<file path="src/rtl/noise_pkg.sv">
package noise_pkg;
  localparam int CFG_W  = 8;
  localparam int LFSR_W = 15;

  typedef struct packed {
    logic [3:0] shift;
    logic       short_mode;
    logic [2:0] code;
  } noise_cfg_t;
endpackage

</file>
<file path="src/rtl/noise_period.sv">
module noise_period #(
  parameter int TMR_W = 24
) (
  input  logic [2:0]       code,
  input  logic [3:0]       shift,
  output logic [TMR_W-1:0] period
);
  localparam int BASE_W = 7;

  logic [BASE_W-1:0] base;

  // Non-power-of-two divisor table
  always_comb begin
    case (code)
      3'd0:    base = 7'd8;
      3'd1:    base = 7'd16;
      3'd2:    base = 7'd32;
      3'd3:    base = 7'd48;
      3'd4:    base = 7'd64;
      3'd5:    base = 7'd80;
      3'd6:    base = 7'd96;
      default: base = 7'd112;
    endcase
  end

  assign period = TMR_W'(base) << shift;
endmodule

</file>
<file path="src/rtl/noise_timer.sv">
module noise_timer #(
  parameter int TMR_W     = 24,
  parameter int SUB_TICKS = 4
) (
  input  logic             clk,
  input  logic             rst,
  input  logic             mcyc_en,
  input  logic             trig,
  input  logic             was_active,
  input  logic [TMR_W-1:0] period,
  output logic             step
);
  localparam logic [TMR_W-1:0] SUB   = TMR_W'(SUB_TICKS);
  localparam logic [TMR_W-1:0] DELAY = TMR_W'(4);

  logic [TMR_W-1:0] timer_q;
  logic [TMR_W-1:0] t_start;
  logic [TMR_W-1:0] t_after;
  logic             expire;

  // Period is always >= 8 > SUB_TICKS, so at most one expiry per enable
  always_comb begin
    t_start = (timer_q == '0) ? period : timer_q;
    if (t_start > SUB) begin
      t_after = t_start - SUB;
      expire  = 1'b0;
    end else begin
      t_after = period - (SUB - t_start);
      expire  = 1'b1;
    end
  end

  assign step = mcyc_en & ~trig & expire;

  always_ff @(posedge clk) begin
    if (rst) begin
      timer_q <= '0;
    end else if (trig) begin
      timer_q <= was_active ? ((period << 1) + DELAY) : (period + DELAY);
    end else if (mcyc_en) begin
      timer_q <= t_after;
    end
  end

  AST_TICK_DOWN: assert property (@(posedge clk) disable iff (rst)
    (mcyc_en && !trig && timer_q > SUB) |=> timer_q == $past(timer_q) - SUB);
  AST_TIMER_HOLD: assert property (@(posedge clk) disable iff (rst)
    (!mcyc_en && !trig) |=> $stable(timer_q));
  AST_TRIG_COLD: assert property (@(posedge clk) disable iff (rst)
    (trig && !was_active) |=> timer_q == $past(period) + DELAY);
  AST_TRIG_WARM: assert property (@(posedge clk) disable iff (rst)
    (trig && was_active) |=> timer_q == ($past(period) << 1) + DELAY);
endmodule

</file>
<file path="src/rtl/noise_lfsr.sv">
module noise_lfsr #(
  parameter int LFSR_W    = 15,
  parameter int SHORT_TAP = 6
) (
  input  logic              clk,
  input  logic              rst,
  input  logic              trig,
  input  logic              step,
  input  logic              short_mode,
  output logic [LFSR_W-1:0] lfsr_q
);
  localparam logic [LFSR_W-1:0] SEED = '1;

  logic              fb;
  logic [LFSR_W-1:0] lfsr_nxt;

  always_comb begin
    fb       = lfsr_q[0] ^ lfsr_q[1];
    lfsr_nxt = {fb, lfsr_q[LFSR_W-1:1]};
    if (short_mode) lfsr_nxt[SHORT_TAP] = fb;
  end

  always_ff @(posedge clk) begin
    if (rst || trig) lfsr_q <= SEED;
    else if (step)   lfsr_q <= lfsr_nxt;
  end

  AST_TRIG_SEED: assert property (@(posedge clk) disable iff (rst)
    trig |=> lfsr_q == SEED);
  AST_LFSR_HOLD: assert property (@(posedge clk) disable iff (rst)
    (!step && !trig) |=> $stable(lfsr_q));
  AST_FB_TOP: assert property (@(posedge clk) disable iff (rst)
    (step && !trig) |=> lfsr_q[LFSR_W-1] == ($past(lfsr_q[0]) ^ $past(lfsr_q[1])));
  AST_SHORT_TAP: assert property (@(posedge clk) disable iff (rst)
    (step && !trig && short_mode) |=> lfsr_q[SHORT_TAP] == ($past(lfsr_q[0]) ^ $past(lfsr_q[1])));
endmodule

</file>
<file path="src/rtl/noise_gen.sv">
module noise_gen #(
  parameter int TMR_W     = 24,
  parameter int SUB_TICKS = 4,
  parameter int VOL_W     = 4
) (
  input  logic                       clk,
  input  logic                       rst,
  input  logic                       mcyc_en,
  input  logic                       cfg_we,
  input  logic [noise_pkg::CFG_W-1:0] cfg_wdata,
  output logic [noise_pkg::CFG_W-1:0] cfg_rdata,
  input  logic                       trig,
  input  logic                       chan_active,
  input  logic                       dac_en,
  input  logic [VOL_W-1:0]           volume,
  output logic [VOL_W-1:0]           sample
);
  import noise_pkg::*;

  noise_cfg_t        cfg_q;
  logic [TMR_W-1:0]  period;
  logic              step;
  logic [LFSR_W-1:0] lfsr;

  always_ff @(posedge clk) begin
    if (rst)         cfg_q <= '0;
    else if (cfg_we) cfg_q <= noise_cfg_t'(cfg_wdata);
  end

  assign cfg_rdata = cfg_q;

  noise_period #(.TMR_W(TMR_W)) u_period (
    .code   (cfg_q.code),
    .shift  (cfg_q.shift),
    .period (period)
  );

  noise_timer #(.TMR_W(TMR_W), .SUB_TICKS(SUB_TICKS)) u_timer (
    .clk        (clk),
    .rst        (rst),
    .mcyc_en    (mcyc_en),
    .trig       (trig),
    .was_active (chan_active),
    .period     (period),
    .step       (step)
  );

  noise_lfsr #(.LFSR_W(LFSR_W), .SHORT_TAP(6)) u_lfsr (
    .clk        (clk),
    .rst        (rst),
    .trig       (trig),
    .step       (step),
    .short_mode (cfg_q.short_mode),
    .lfsr_q     (lfsr)
  );

  always_ff @(posedge clk) begin
    if (rst)                                   sample <= '0;
    else if (chan_active && dac_en && !lfsr[0]) sample <= volume;
    else                                       sample <= '0;
  end

  AST_SAMPLE_MUTE: assert property (@(posedge clk) disable iff (rst)
    !(chan_active && dac_en) |=> sample == '0);
  AST_CFG_ECHO: assert property (@(posedge clk) disable iff (rst)
    cfg_we |=> cfg_rdata == $past(cfg_wdata));
endmodule

</file>
<file path="config.mk">
export PLATFORM = sky130hd
export DESIGN_NAME = noise_gen
export DESIGN_NICKNAME = d
export VERILOG_FILES = /design/src/rtl/noise_pkg.sv /design/src/rtl/noise_period.sv /design/src/rtl/noise_timer.sv /design/src/rtl/noise_lfsr.sv /design/src/rtl/noise_gen.sv
export SDC_FILE = /design/constraint.sdc
export NUM_CORES = 1
export LEC_CHECK = 0
export CAP_MARGIN = 20
export CELL_PAD_IN_SITES_DETAIL_PLACEMENT = 2
export CELL_PAD_IN_SITES_GLOBAL_PLACEMENT = 2
export CORE_MARGIN = 4
export CORE_UTILIZATION = 35
export CTS_BUF_LIST = sky130_fd_sc_hd__clkbuf_16
export CTS_CLUSTER_SIZE = 24
export DETAILED_ROUTE_END_ITERATION = 10
export MAX_ROUTING_LAYER = met4
export PLACE_DENSITY_LB_ADDON = 0.1
export SYNTH_ARGS = -nofsm -noshare
export SYNTH_HDL_FRONTEND = slang
export SYNTH_SLANG_ARGS = --single-unit
</file>
<file path="constraint.sdc">
create_clock -name clk -period 6.7 [get_ports clk]
set_clock_uncertainty 0.1 [all_clocks]
set_input_delay 0.67 -clock clk [delete_from_list [all_inputs] [get_ports clk]]
set_output_delay 0.67 -clock clk [all_outputs]
set_load 0.05 [all_outputs]
</file>
==> results.toml, run 1 <==
[setup_path]
path_class = "reg2reg"
worstPathArrival_ps = 5370
timing.critical_path.fanout_max = 22
critPathCaptureType = "flip-flop"
critical_path.slowest_cell = "sky130_fd_sc_hd__dfxtp_1"
critical_path.most_common_cell = "sky130_fd_sc_hd__a41oi_1"
r2r_worst_path_depth = 13
worst_path_largest_cell_delay_ps = 790
r2r-start = "cfg_rdata[4]"
worstSetupStartpointType = "flip-flop"
crit_required_ps = 6800
cp-startpoint = "cfg_rdata[4]"
timing.critical_path.cells = "or4b_2 -> a211oi_1 -> a41oi_1 -> ha_1 -> fa_1 -> nor2b_1 -> o31a_1 -> o211a_1 -> o21ai_0 -> a311o_1 -> or3_1 -> a41oi_1 -> o31ai_1"

[clock_tree]
cts_num_sinks = 51
max-clock-path-buffers = 2
clk-insertion-delay-late_ps = 320
cts_tree = "built"
clkTransAtPathRegs_ps = 90
cts_made_buffers = 5
postCtsHoldBufs = 0
postCtsResizedCells = 0
clock-root-buffer = "sky130_fd_sc_hd__clkbuf_16"
htree_levels = 2
post_cts.repair.setup_buffers = 0

[global_routing]
grt_max_degree = 40
grt_pass1_vias = 5705
global_route.overflow_total = 0
grt_use_total_pct = 25.5
global_route_wire_length_before_repair_um = 32000
grt_antenna_before_repair = 0

[cells_and_area]
finish.utilization_pct = 39.8
layout.cells.most_common_list = "sky130_fd_sc_hd__nand2_1 (75), sky130_fd_sc_hd__inv_1 (62), sky130_fd_sc_hd__nor2_1 (54), sky130_fd_sc_hd__a21oi_1 (52), sky130_fd_sc_hd__dfxtp_1 (51)"
antenna-diode-count = 0
area.growth.synth_to_final_pct = 10.8
final_cell_area_mm2 = 0.00555
mostFrequentLayoutCell = "sky130_fd_sc_hd__nand2_1"
final_layout_size_suffix_gt1_share_pct = 5.86
final_net_count = 760

[die]
core_mm2 = 0.0139
fp.dieArea_mm2 = 0.0163
die_y_um = 128
fp.dieW_um = 128
starting_density_pct = 36.0
std_cell_rows = 43
ios = 31

[pwr]
power_frac_seq_pct = 26.4
pwr_density_cell_mw_per_mm2 = 236
clkPwrFrac_pct = 22.0
irDropWorstVdd_v = 0.000110
switching_share_pct = 44.5
power_frac_comb_pct = 51.6
switching_power_uw = 585
internal_power_uw = 728
total_power_mw = 1.31
cellLeakagePower_nw = 2.25

[worst_hold_path]
hp-class = "reg2reg"
launch_instance_of_the_worst_min_delay_path = "u_lfsr.lfsr_q[2]"
min_delay_path_depth = 2

[placement]
placedInstanceArea_mm2 = 0.00540
placement.io_buffers = 30
dp.final_hpwl_um = 14800
place_congestion = 0.921

[detailed_routing]
vias = 5191
antenna_left = 0
drt_iter0_markers = 246
wirelength_um = 19500
first_pass_iteration_count_of_the_detailed_router = 4
post-route-drc-count = 0
vias_per_cell = 5.90
wl_per_cell_um = 22.2

[sta]
hold_ws_ps = 372
slew_headroom_pct = 31.0
final.min_clock_period_ps = 5270
final.period_utilization_pct = 78.7
clock.fmax_mhz = 190
rsz_0062_raised_after_global_routing = "no"
setup_viol = 0
report.final.slew_viol_count = 0
hold_viol_final = 0
totalNegativeSetupSlack_ps = 0
worst_pin_slew_ps = 1040

[flow_run]
drv.max_cap_violation_count = 0

[logic_synthesis]
synth.top_cells.by_area = "sky130_fd_sc_hd__dfxtp_1 (20%), sky130_fd_sc_hd__ha_1 (10%), sky130_fd_sc_hd__nand2_1 (5.6%)"
post-synth-top-area-cell = "sky130_fd_sc_hd__dfxtp_1"
cell_area_after_synthesis_mm2 = 0.00501
synth.lib_cells_used.distinct = 76
synthArstFlopShare_pct = 0
netlist.area_leader.share_pct = 20.4
yosysSeqAreaShare_pct = 20.4
syn_area_per_cell_um2 = 7.20
yosys_most_used_dff = "sky130_fd_sc_hd__dfxtp_1"
ys_ff_latch = 51
synthCells = 696
synth_nets = 757
synth_enable_flop_cells = 0
synth-warning-count = 0

[run_status]
status = "finished, final reports clean"
power by group through the flow:
stage / clock, mW / sequential [mW] / combinational (mW)
finish: 0.289 / 0.346 / 0.677
global route: 0.308 / 0.351 / 0.753
CTS: 0.300 / 0.346 / 0.678
detailed placement: 0 / 0.353 / 0.670
global placement: 0 / 0.352 / 0.650
floorplan: 0 / 0.346 / 0.494
path summary, 6_finish.rpt:
check | end | slack (ps)
worst min-delay path | u_lfsr.lfsr_q[2] | 370
worst max register to register | u_timer.timer_q[23] | 1430
worst min register to register | u_lfsr.lfsr_q[2] | 370
worst max-delay path | u_timer.timer_q[23] | 1430
kinds of logic (layout without fill, tap and decap cells):
group	Yosys count	in the layout	synth area share [%]
AOI/OAI and AO/OA	196	196	26.0
xor gates and xnor gates	29	29	5.07
adders and majority gates	42	42	10.6
buffers and inverters	104	108	8.64
DFF	51	51	20.4
muxes	16	16	3.62
and+or+nand+nor	258	258	25.7
through the flow:
step	setup WS [ps]	cells
6_report	1430	880
5_1_grt	999	880
4_1_cts	1400	880
3_5_place_dp	1440	872
3_3_place_gp	1670	872
2_1_floorplan	2080	696
final cells by class:
cell class              instances  area [um^2]
clock inverters                 3         28.8
fillers                      1650         8380
repair buffers                 38          360
flip-flops and latches         51         1020
clock buffers                   5          125
well taps                     180          225
inverters                      62          233
multi-input cells             541         3560
state kept, by name, summed over array words and instances, names as in the netlist:
register	count
u_lfsr.lfsr_q	15
cfg_rdata	8
sample	4
u_timer.timer_q	24
critical path, delay by kind of cell (launching register included):
| family | cells | cell delay [ps] |
|---|---|---|
| AO/OA/AOI/OAI | 8 | 2150 |
| AND/OR/NAND/NOR | 3 | 1240 |
| flip-flops | 1 | 790 |
| adder cells (fa/ha/maj) | 2 | 890 |
layer usage:
layer  global-route usage, %  wire length, um  vias to the layer above
met1                    33.9             9190                     2600
met3                    3.17              844                       17
met5                       -                0                        -
met4                    6.62              323                        0
met2                    41.4             9150                      101
li1                        -                -                     2473
cells in the mapped netlist (all sizes together), types with 6 or more instances:
master and count:
or3 11, ha 41, xor2 6, o21a 8
o211ai 8, nand2 75, and3 7, a21oi 53
o31a 6, nand3 25, inv 62, nor3b 9
o22ai 6, a31oi 11, nor3 24, and2 9
xnor2 23, or2 6, buf 21, nor2b 12
clkbuf 21, dfxtp 51, mux2i 11, nor2 55
nand2b 10, o21ai 46
Note: power is estimated with default switching activity, not from simulation.
==> run 2: changes to the inputs <==
==> constraint.sdc (replaced) <==
create_clock -name clk -period 5.5 [get_ports clk]
set_clock_uncertainty 0.1 [all_clocks]
set_input_delay 0.55 -clock clk [delete_from_list [all_inputs] [get_ports clk]]
set_output_delay 0.55 -clock clk [all_outputs]
set_load 0.05 [all_outputs]
==> results.toml, run 2 (synthesis results as in run 1) <==
[sta]
setup_viol = 0
clock.fmax_mhz = 194
report.final.slew_viol_count = 0
final.min_clock_period_ps = 5160
final.period_utilization_pct = 93.8
worst_pin_slew_ps = 1050
hold_viol_final = 0
slew_headroom_pct = 30.0
rsz_0062_raised_after_global_routing = "no"
totalNegativeSetupSlack_ps = 0

[cells_and_area]
layout.cells.most_common_list = "sky130_fd_sc_hd__nand2_1 (75), sky130_fd_sc_hd__inv_1 (62), sky130_fd_sc_hd__nor2_1 (54), sky130_fd_sc_hd__a21oi_1 (52), sky130_fd_sc_hd__dfxtp_1 (51)"
final_layout_size_suffix_gt1_share_pct = 7.18
final_net_count = 770
area.growth.synth_to_final_pct = 12.3
largest_reg_flops = 24
final_cell_area_mm2 = 0.00563
nFillCells = 1657
regMostFlops = "u_timer.timer_q"
antenna-diode-count = 0
total_area_of_multi_input_combinational_cells_mm2 = 0.00356
sequential_cell_area_mm2 = 0.00102
mostFrequentLayoutCell = "sky130_fd_sc_hd__nand2_1"

[setup_path]
timing.critical_path.fanout_max = 9
crit_required_ps = 5590
worstPathArrival_ps = 5250
timing.critical_path.cells = "inv_1 -> ha_1 -> nor3b_1 -> nor2b_1 -> and3_1 -> a21oi_1 -> ha_1 -> inv_1 -> ha_1 -> inv_1 -> fa_1 -> nor2b_1 -> o31a_1 -> o211a_1 -> o21ai_0 -> a311o_1 -> or3_1 -> a41oi_1 -> o31ai_1"
critical_path.slowest_cell = "sky130_fd_sc_hd__and3_1"
path_class = "reg2reg"
worstSetupStartpointType = "flip-flop"
worst_path_largest_cell_delay_ps = 510
critPathCaptureType = "flip-flop"

[pwr]
pwr_density_cell_mw_per_mm2 = 286
total_power_mw = 1.61
cellLeakagePower_nw = 2.30
irDropWorstVdd_v = 0.000135

[clock_tree]
clkTransAtPathRegs_ps = 80
clk-insertion-delay-late_ps = 320
cts_tree = "built"
postCtsHoldBufs = 0
htree_levels = 2
cts_made_buffers = 5
max-clock-path-buffers = 2
cts_num_sinks = 51
postCtsResizedCells = 0
post_cts.repair.setup_buffers = 0
clock-root-buffer = "sky130_fd_sc_hd__clkbuf_16"

[global_routing]
grt_antenna_before_repair = 0
grt_pass1_vias = 5642
global_route_wire_length_before_repair_um = 31200
grt_max_degree = 28
grt_use_total_pct = 24.8
global_route.overflow_total = 0

[placement]
placedInstanceArea_mm2 = 0.00547
placement.io_buffers = 30
dp.final_hpwl_um = 14800
place_congestion = 0.892

[detailed_routing]
antenna_left = 0
wl_per_cell_um = 21.7
vias_per_cell = 5.87
wirelength_um = 19300
vias = 5220
post-route-drc-count = 0
first_pass_iteration_count_of_the_detailed_router = 4
drt_iter0_markers = 236

[worst_hold_path]
hp-class = "reg2reg"

[die]
ios = 31
core_mm2 = 0.0139
die_y_um = 128
starting_density_pct = 36.0
fp.dieW_um = 128
std_cell_rows = 43
fp.dieArea_mm2 = 0.0163

[run_status]
status = "finished, final reports clean"

[flow_run]
drv.max_cap_violation_count = 0
[run 2: cell count changes in the layout (fill, tap and decap cells not counted), sizes merged]
cell / previous run / this run
buf: 8 / 18
[run 2: final timing paths]
check / startpoint / endpoint / cells past startpoint / slack (ps)
max reg2reg: u_timer.timer_q[22] / u_timer.timer_q[23] / 19 / 340
min: u_lfsr.lfsr_q[9] / u_lfsr.lfsr_q[9] / 2 / 380
max: u_timer.timer_q[22] / u_timer.timer_q[23] / 19 / 340
min reg2reg: u_lfsr.lfsr_q[9] / u_lfsr.lfsr_q[9] / 2 / 380
[run 2: power breakdown]
group | internal, mW | total (mW) | switching, mW
registers | 0.388 | 0.413 | 0.0250
clock network | 0.175 | 0.358 | 0.183
logic | 0.327 | 0.840 | 0.512
[run 2: final cells by class]
type | count | share of cell area [%]
repair buffers | 48 | 7.74
flip-flops and latches | 51 | 18.1
clock inverters | 3 | 0.512
well taps | 180 | 4.00
multi-input cells | 541 | 63.2
clock buffers | 5 | 2.22
inverters | 62 | 4.14
[run 2: per-stage QoR]
step	setup WS [ps]	instances	util, %	hold slack, ps
final	340	890	40.4	376
after global routing	6.02	890	40.4	421
after detailed placement	433	882	39.3	366
after CTS	369	890	40.4	385
after global placement	588	882	39.3	354
after floorplan	883	696	-	340
[run 2: layer usage]
layer  vias to the layer above  share of wire [%]  wire length (um)  GRT usage [%]
met5                         -                  0                 0              -
met4                         0                1.8               347           5.68
met3                        23                3.6               699           3.33
met2                       102                 47              9050           40.9
met1                      2608                 48              9190           32.6
li1                       2487                  -                 -              -
[run 2: critical path, delay by kind of cell (launching register included)]
| kind | cells | cell delay (ps) |
|---|---|---|
| AND/OR/NAND/NOR | 5 | 1750 |
| flip-flops | 1 | 320 |
| buffers and inverters | 3 | 200 |
| adder cells (fa/ha/maj) | 4 | 1070 |
| AO/OA/AOI/OAI | 7 | 1590 |
